--- config.mk ---
export PLATFORM = sky130hd
export DESIGN_NAME = regoff_ldst
export DESIGN_NICKNAME = d
export VERILOG_FILES = /design/src/rtl/rol_pkg.sv /design/src/rtl/rol_rst_sync.sv /design/src/rtl/rol_decode.sv /design/src/rtl/rol_lane.sv /design/src/rtl/rol_ctrl.sv /design/src/rtl/regoff_ldst.sv
export SDC_FILE = /design/constraint.sdc
export NUM_CORES = 1
export LEC_CHECK = 0
export CAP_MARGIN = 40
export CORE_MARGIN = 2
export CORE_UTILIZATION = 41
export CTS_CLUSTER_SIZE = 24
export DETAILED_ROUTE_END_ITERATION = 8
export GPL_TIMING_DRIVEN = 0
export PLACE_DENSITY = 0.83
export SETUP_SLACK_MARGIN = 0.15
export SLEW_MARGIN = 20
export SYNTH_ARGS = -nofsm -noshare
export SYNTH_HDL_FRONTEND = slang
export SYNTH_SLANG_ARGS = --single-unit
--- constraint.sdc ---
create_clock -name clk -period 2.85 [get_ports clk]
set_clock_uncertainty 0.1 [all_clocks]
set_input_delay 0.285 -clock clk [delete_from_list [all_inputs] [get_ports clk]]
set_output_delay 0.285 -clock clk [all_outputs]
set_load 0.01 [all_outputs]
--- src/rtl/rol_pkg.sv ---
package rol_pkg;
  localparam int IW  = 16;
  localparam int RIW = 3;

  // encoded as {S, H}
  typedef enum logic [1:0] {
    OP_STH  = 2'b00,
    OP_LDH  = 2'b01,
    OP_LDSB = 2'b10,
    OP_LDSH = 2'b11
  } op_e;

  typedef enum logic [2:0] {
    ST_IDLE,
    ST_ADDR,
    ST_MEM,
    ST_WB,
    ST_FAULT
  } st_e;

  typedef struct packed {
    logic           match;
    op_e            op;
    logic [RIW-1:0] ro;
    logic [RIW-1:0] rb;
    logic [RIW-1:0] rd;
  } dec_t;
endpackage

--- src/rtl/rol_rst_sync.sv ---
module rol_rst_sync (
  input  logic clk,
  input  logic rst_n_async,
  output logic rst_n_sync
);
  logic [1:0] sync_q;

  always_ff @(posedge clk or negedge rst_n_async) begin
    if (!rst_n_async) sync_q <= 2'b00;
    else              sync_q <= {sync_q[0], 1'b1};
  end

  assign rst_n_sync = sync_q[1];
endmodule

--- src/rtl/rol_decode.sv ---
module rol_decode
  import rol_pkg::*;
(
  input  logic [IW-1:0] instr_i,
  output dec_t          dec_o
);
  assign dec_o.match = (instr_i[15:12] == 4'b0101) && instr_i[9];
  assign dec_o.op    = op_e'({instr_i[10], instr_i[11]});
  assign dec_o.ro    = instr_i[8:6];
  assign dec_o.rb    = instr_i[5:3];
  assign dec_o.rd    = instr_i[2:0];
endmodule

--- src/rtl/rol_lane.sv ---
module rol_lane
  import rol_pkg::*;
#(
  parameter int DW = 32
) (
  input  logic [DW-1:0]               rdata_i,
  input  logic [$clog2(DW/8)-1:0]     off_i,
  input  op_e                         op_i,
  output logic [DW-1:0]               ext_o
);
  localparam int NLANE = DW / 8;
  localparam int LSB   = $clog2(NLANE);

  logic [7:0]  byte_l [NLANE];
  logic [15:0] half_l [NLANE/2];

  for (genvar g = 0; g < NLANE; g++) begin : g_byte
    assign byte_l[g] = rdata_i[8*g +: 8];
  end

  for (genvar g = 0; g < NLANE/2; g++) begin : g_half
    assign half_l[g] = rdata_i[16*g +: 16];
  end

  logic [7:0]  sel_b;
  logic [15:0] sel_h;

  assign sel_b = byte_l[off_i];
  assign sel_h = half_l[off_i[LSB-1:1]];

  always_comb begin
    unique case (op_i)
      OP_LDSB: ext_o = {{(DW-8){sel_b[7]}}, sel_b};
      OP_LDH:  ext_o = {{(DW-16){1'b0}}, sel_h};
      OP_LDSH: ext_o = {{(DW-16){sel_h[15]}}, sel_h};
      default: ext_o = '0;
    endcase
  end
endmodule

--- src/rtl/rol_ctrl.sv ---
module rol_ctrl
  import rol_pkg::*;
(
  input  logic clk,
  input  logic rst_n,
  input  logic valid_i,
  input  logic match_i,
  input  logic misalign_i,
  input  logic store_i,
  output st_e  st_o
);
  st_e st_q, st_d;

  always_comb begin
    st_d = st_q;
    unique case (st_q)
      ST_IDLE:  if (valid_i && match_i) st_d = ST_ADDR;
      ST_ADDR:  st_d = misalign_i ? ST_FAULT : ST_MEM;
      ST_MEM:   st_d = store_i ? ST_IDLE : ST_WB;
      ST_WB:    st_d = ST_IDLE;
      ST_FAULT: st_d = ST_IDLE;
      default:  st_d = ST_IDLE;
    endcase
  end

  always_ff @(posedge clk or negedge rst_n) begin
    if (!rst_n) st_q <= ST_IDLE;
    else        st_q <= st_d;
  end

  assign st_o = st_q;

  AST_FAULT_FROM_ADDR: assert property (@(posedge clk) disable iff (!rst_n)
    (st_q == ST_FAULT) |-> ($past(st_q) == ST_ADDR));

  AST_ADDR_FROM_IDLE: assert property (@(posedge clk) disable iff (!rst_n)
    (st_q == ST_ADDR) |-> ($past(st_q) == ST_IDLE));
endmodule

--- src/rtl/regoff_ldst.sv ---
module regoff_ldst
  import rol_pkg::*;
#(
  parameter int DW = 32
) (
  input  logic              clk,
  input  logic              rst_n,
  input  logic              instr_valid,
  input  logic [IW-1:0]     instr,
  output logic              busy,
  output logic [RIW-1:0]    rf_base_addr,
  input  logic [DW-1:0]     rf_base_data,
  output logic [RIW-1:0]    rf_off_addr,
  input  logic [DW-1:0]     rf_off_data,
  output logic [RIW-1:0]    rf_src_addr,
  input  logic [15:0]       rf_src_data,
  output logic              rf_we,
  output logic [RIW-1:0]    rf_waddr,
  output logic [DW-1:0]     rf_wdata,
  output logic              mem_req,
  output logic              mem_we,
  output logic [DW-1:0]     mem_addr,
  output logic [DW/8-1:0]   mem_be,
  output logic [DW-1:0]     mem_wdata,
  input  logic [DW-1:0]     mem_rdata,
  output logic              done,
  output logic              align_err,
  output logic              unhandled
);
  localparam int NLANE = DW / 8;
  localparam int LSB   = $clog2(NLANE);
  localparam logic [NLANE-1:0] BE_BYTE = NLANE'(1);
  localparam logic [NLANE-1:0] BE_HALF = NLANE'(3);

  logic rst_s;
  rol_rst_sync u_rst (.clk(clk), .rst_n_async(rst_n), .rst_n_sync(rst_s));

  dec_t dec;
  rol_decode u_dec (.instr_i(instr), .dec_o(dec));

  st_e            st;
  op_e            op_q;
  logic [RIW-1:0] ro_q, rb_q, rd_q;
  logic [DW-1:0]  ea_q, ea_d;
  logic [15:0]    sd_q;
  logic           unh_q, unh_d;
  logic           take, addr_en, misalign, is_store;

  // next-state values
  always_comb begin
    take     = instr_valid && (st == ST_IDLE) && dec.match;
    unh_d    = instr_valid && (st == ST_IDLE) && !dec.match;
    addr_en  = (st == ST_ADDR);
    ea_d     = rf_base_data + rf_off_data;
    misalign = (op_q != OP_LDSB) && ea_d[0];
    is_store = (op_q == OP_STH);
  end

  rol_ctrl u_ctrl (
    .clk        (clk),
    .rst_n      (rst_s),
    .valid_i    (instr_valid),
    .match_i    (dec.match),
    .misalign_i (misalign),
    .store_i    (is_store),
    .st_o       (st)
  );

  always_ff @(posedge clk or negedge rst_s) begin
    if (!rst_s) begin
      op_q  <= OP_STH;
      ro_q  <= '0;
      rb_q  <= '0;
      rd_q  <= '0;
      ea_q  <= '0;
      sd_q  <= '0;
      unh_q <= 1'b0;
    end else begin
      if (take) begin
        op_q <= dec.op;
        ro_q <= dec.ro;
        rb_q <= dec.rb;
        rd_q <= dec.rd;
      end
      if (addr_en) begin
        ea_q <= ea_d;
        sd_q <= rf_src_data;
      end
      unh_q <= unh_d;
    end
  end

  logic [DW-1:0] ext;
  rol_lane #(.DW(DW)) u_lane (
    .rdata_i (mem_rdata),
    .off_i   (ea_q[LSB-1:0]),
    .op_i    (op_q),
    .ext_o   (ext)
  );

  always_comb begin
    if (op_q == OP_LDSB) mem_be = BE_BYTE << ea_q[LSB-1:0];
    else                 mem_be = BE_HALF << {ea_q[LSB-1:1], 1'b0};
  end

  assign busy         = (st != ST_IDLE);
  assign rf_base_addr = rb_q;
  assign rf_off_addr  = ro_q;
  assign rf_src_addr  = rd_q;
  assign mem_req      = (st == ST_MEM);
  assign mem_we       = (st == ST_MEM) && is_store;
  assign mem_addr     = ea_q;
  assign mem_wdata    = {(DW/16){sd_q}};
  assign rf_we        = (st == ST_WB);
  assign rf_waddr     = rd_q;
  assign rf_wdata     = ext;
  assign done         = ((st == ST_MEM) && is_store) || (st == ST_WB) || (st == ST_FAULT);
  assign align_err    = (st == ST_FAULT);
  assign unhandled    = unh_q;

  AST_STORE_NO_RFWE: assert property (@(posedge clk) disable iff (!rst_s)
    mem_we |-> !rf_we);

  AST_LDH_ZERO_TOP: assert property (@(posedge clk) disable iff (!rst_s)
    (rf_we && op_q == OP_LDH) |-> (rf_wdata[DW-1:16] == '0));

  AST_LDSB_FILL: assert property (@(posedge clk) disable iff (!rst_s)
    (rf_we && op_q == OP_LDSB) |-> (rf_wdata[DW-1:8] == {(DW-8){rf_wdata[7]}}));

  AST_LDSH_FILL: assert property (@(posedge clk) disable iff (!rst_s)
    (rf_we && op_q == OP_LDSH) |-> (rf_wdata[DW-1:16] == {(DW-16){rf_wdata[15]}}));

  AST_WB_AFTER_READ: assert property (@(posedge clk) disable iff (!rst_s)
    rf_we |-> $past(mem_req && !mem_we));

  AST_DONE_PULSE: assert property (@(posedge clk) disable iff (!rst_s)
    done |=> !done);

  AST_FAULT_QUIET: assert property (@(posedge clk) disable iff (!rst_s)
    align_err |-> (!mem_req && !rf_we && done));

  AST_HALF_EVEN: assert property (@(posedge clk) disable iff (!rst_s)
    (mem_req && op_q != OP_LDSB) |-> !mem_addr[0]);

  AST_UNH_QUIET: assert property (@(posedge clk) disable iff (!rst_s)
    unhandled |-> (!mem_req && !rf_we && !done));
endmodule

# Word level (Yosys, flattened, before mapping)
# Index checks and enable logic that the tools add are counted.
classes:
  reduce_logical: 13
  add_sub_neg: 1
  n_mux: 12
  n_lt_le_gt_ge: 2
  eq_ne: 10
  bitwise: 2
  shift: 2
op_table:
  columns: ["operator", "n"]
  rows:
  - ["32-bit one-hot mux with 3 select lines", 1]
  - ["16-bit two-way mux", 3]
  - ["32-bit adder", 1]
  - ["8-bit binary-select mux with 2-bit select", 1]
  - ["8-bit two-way mux", 2]
  - ["3-bit one-hot mux with 3 select lines", 1]
  - ["1-bit logical AND", 7]
  - ["3-bit by 2-bit equality test with 1-bit output, second input constant", 2]
  - ["3-bit two-way mux", 2]
  - ["2-bit equality test, second input constant", 2]
  - ["4-bit by 3-bit equality test with 1-bit output, second input constant", 1]
  - ["4-bit two-way mux", 1]
  - ["1-bit by 2-bit << shifter with 4-bit output, first input constant", 1]
  - ["2-bit by 2-bit << shifter with 4-bit output, first input constant", 1]
  - ["3-bit by 1-bit equality test with 1-bit output, second input constant", 1]
  - ["3-bit equality test, second input constant", 1]
  - ["3-bit >= comparator, second input constant", 1]
  - ["3-bit zero test", 1]
  - ["2-bit NOT with 3-bit output", 1]
  - ["3-bit nonzero test", 1]
  - ["2-bit by 1-bit equality test with 1-bit output, second input constant", 1]
  - ["2-bit >= comparator, second input constant", 1]
  - ["2-bit zero test", 1]
  - ["1-bit logical OR", 2]
  - ["5 further kinds", 5]
word_totals:
  in_bits: 131
  wordCells: 51
  output_inout_bits: 119
  regBits: 65

# Depth between registers and ports, before layout
logic_depth:
  ltp_word: 5
  depth_mapped: 9
  depth_no_buf: 9

# Hierarchy
# Synthesis repeated with hierarchy kept, for this count alone.
unflattened:
  hier_cells: 577
  hier_area_um2: 4977.3
modules_own_cells:
  columns: ["module", "instances", "area_per_inst_um2", "cells_per_inst"]
  rows:
  - ["regoff_ldst", 1, 4205.3, 491]
  - ["rol_lane", 1, 491.7, 60]
  - ["rol_ctrl", 1, 131.4, 10]
  - ["rol_decode", 1, 95.1, 13]
  - ["rol_rst_sync", 1, 53.8, 3]

# Worst setup path after synthesis
# Ideal clock, no wire load.
synth_path:
  path_type: "input to register"
  startpoint: "input port rf_base_data[0]"
  endpoint: "register ea_q[24] (netlist: mem_addr[24])"
  n_path_buf: 0
  stages: 9
  setup_time_ns: 0.120
  t_arrival_ns: 2.334
  setup_slack_ns: 0.296
  required_ns: 2.630
  path_cell_list: "ha_1 -> fa_1 -> a21o_1 -> a221oi_2 -> or3_4 -> a31o_2 -> a211oi_1 -> or3_1 -> a31o_2"
synth_between:
  elab_chain_cells: 1
synth_lines:
  columns: ["item", "line_no", "rtl"]
  rows:
  - ["start, declared", "regoff_ldst.sv:12", "input logic [DW-1:0] rf_base_data,"]
  - ["32-bit adder", "regoff_ldst.sv:54", "ea_d = rf_base_data + rf_off_data;"]
  - ["end signal, assigned", "regoff_ldst.sv:75", "ea_q <= '0;"]
  - ["end signal, assigned", "regoff_ldst.sv:86", "ea_q <= ea_d;"]
  - ["end, declared", "regoff_ldst.sv:44", "logic [DW-1:0] ea_q, ea_d;"]
# Every way passes these cells.
# A chain may end at the register's enable or synchronous reset.

# Worst setup path in the final report
layout_path:
  startpoint: "input port rf_base_data[1]"
  endpoint: "register ea_q[24] (netlist: mem_addr[24])"
# Same word-level chain as after synthesis.

==> flow_summary.toml <==
[status]
status = "finished, final reports clean"

[pwr]
power_density_mw_per_mm2 = 835.1
fin_total_pwr_uw = 6727
vdd_ir_drop_max_mv = 0.6278
p_leak_uw = 0.003598

[synthesis]
syn-cell-area_mm2 = 0.004826
yosysWarnings = 0
synth_fp_nets = 723
yosysUniqueCellTypes = 55
netlist.area_leader.share_pct = 33.70
synth.most_common_cell = "nand2_1"
yosysTopAreaCell = "dfrtp_1"
synth-async-reset-ratio_pct = 100.0
ys_seq_elements = 65
synth_edf_count = 0
synth_seq_area_share_pct = 33.70
synthTopCellsByCount = "nand2_1 (117), dfrtp_1 (65), o21ai_0 (63)"
syn_avg_cell_area_um2 = 8.618
syn_inst = 560
synth_ff_type = "dfrtp_1"
synth_area_leaders = "dfrtp_1 (34%), nand2_1 (9.1%), ha_1 (8.0%), o21ai_0 (6.5%), buf_4 (5.3%)"

[global_route]
grt_use_met3_pct = 5.292
grt_util_all_layers_pct = 26.94
antenna_found_initial = 0
grt_pass1_vias = 5194
grt_pass1_wl_um = 27030
grtUsageMet2_pct = 50.76
grt_max_degree = 33
overflow = 0
grt_use_met1_pct = 29.71
grt_busiest_layer = "met2"

[layout]
diodes = 0
syn2layout_area_growth_pct = 66.92
stdcell_area_mm2 = 0.008055
final_core_util_pct = 70.25
drive_above_1_share_pct = 13.67
fin_nets = 993

[sta]
setup_ws_ps = 209.0
finalSetupTns_ps = 0
worst_pin_slew_ps = 595.1
setup_viol = 0
rsz0062_at_grt = "yes"
finalMaxSlewViolations = 0
min_period_ps = 2641
hold_violations = 0
slew_headroom_pct = 60.33
post-route-period-util_pct = 92.67
max_freq_ghz = 0.3786

[route]
viasPerCell = 5.386
postRouteAntennaNets = 0
drt-pass1-iter-count = 6
wl_per_cell_um = 18.20
num_vias = 5262
drt_wl_total_um = 17780
drt_iter0_drc = 311
drc = 0

[worst_setup_path]
cp_max_fo = 4
crit_type = "input pin to flip-flop"
required_ps = 2960
critPathLaunchType = "input pin"
endpoint_kind = "flip-flop"
worst_ep_arrival_time_ps = 2750

[place]
portBuffers = 249
place.detailed.hpwl_um = 14060
place_area_mm2 = 0.007526
gp_congestion = 0.8941
pre_cts_ws_ps = -467.0

[cts]
cts_buffer_depth = 2
clk_latency_ps = 320
clk_pin_slew_worst_paths_ps = 50
cts_tree = "done"
cts_made_buffers = 9
htreeDepth = 3
clkSinkCount = 65
cts_root_buf = "clkbuf_16"

[floorplan]
die-area_mm2 = 0.01265
ios = 250
core_mm2 = 0.01147
initial_core_util_pct = 42.08
die_h_um = 112.5
std_cell_rows = 39
dieWidth_um = 112.5

[flow_run]
drv_cap = 0

[worst_hold_path]
hp-class = "input pin to async pin"
[flip-flops by register name, indices dropped and copies added, names as in the netlist]
name          flops
mem_addr         32
op_q              2
rf_base_addr      3
rf_off_addr       3
rf_src_addr       3
sd_q             16
u_ctrl.st_o       3
u_rst.sync_q      2
unhandled         1
[critical path: stages]
cell,delay (ps)
clkdlybuf4s50_1,470
fa_2,430
a21o_1,230
a221oi_4,280
or3_4,190
a31o_4,170
a211oi_2,70
or3_1,390
a31o_2,240
[per-stage QoR]
| step | std cells | hold WS (ps) |
|---|---|---|
| after floorplan | 560 | -110.6 |
| after global routing | 977 | 25.29 |
| after global placement | 952 | 237.0 |
| after detailed placement | 954 | 180.2 |
| after CTS | 976 | 12.62 |
| final | 977 | 23.79 |
[per-layer routing]
metal / up-vias / routed length [um]
met5: - / 0
met4: 0 / 562
met3: 42 / 1100
met2: 230 / 9526
met1: 2482 / 6595
li1: 2508 / -
[final timing paths]
check / startpoint / to / slack [ps] / cells after the start
hold reg to reg: u_rst.sync_q[1] / sd_q[1] / 170 / 0
max in group asynchronous: u_rst.sync_q[1] / mem_addr[26] / 1950 / 1
setup / recovery: rf_base_data[1] / mem_addr[24] / 210 / 9
min in group clk: u_rst.sync_q[0] / u_rst.sync_q[1] / 270 / 0
hold / removal: rst_n / u_rst.sync_q[0] / 20 / 1
setup reg to reg: u_ctrl.st_o[0] / mem_addr[25] / 480 / 6
[logic make-up after synthesis]
kind of cell | count (synthesis) | share of synthesized area (%)
simple gates | 192 | 18.56
compound gates | 147 | 18.64
buf+inv | 66 | 7.856
flops | 65 | 33.70
fa+ha+maj | 32 | 8.452
mux | 31 | 7.985
xor+xnor | 26 | 4.719
other cells | 1 | 0.07771
[area by class of cell]
type | instances | area [um2]
Fill cell | 856 | 3412
Multi-Input combinational cell | 430 | 2987
Timing Repair Buffer | 258 | 2552
Sequential cell | 65 | 1630
Buffer | 60 | 381.6
Clock buffer | 11 | 232.7
Tap cell | 143 | 178.9
Clock inverter | 4 | 70.07
Inverter | 6 | 22.52
[cell usage in the layout (no fill, tap or decap), drive strengths merged, types with 10 or more instances in the layout]
| cell type | count |
|---|---|
| buf | 49 |
| mux2 | 10 |
| o21ai | 65 |
| clkdlybuf4s50 | 229 |
| nor2 | 18 |
| a21o | 11 |
| a21oi | 31 |
| xnor2 | 16 |
| xor2 | 10 |
| clkbuf | 31 |
| mux2i | 16 |
| dlygate4sd2 | 18 |
| nand2 | 117 |
| dfrtp | 65 |
| ha | 31 |
[what timing repair did]
action	in CTS	in global routing
resized for setup	40	28
cloned	1	0
pin swaps	10	3
hold buffers	0	0
buffers inserted	6	1
setup endpoints to repair	41	16
[power breakdown]
part           switching (uW)  total [uW]  internal (uW)
clock network             379        1140            757
registers                 314        1650           1330
logic                    1770        3940           2170
total                    2470        6730           4260
(Power assumes the default switching activity.)
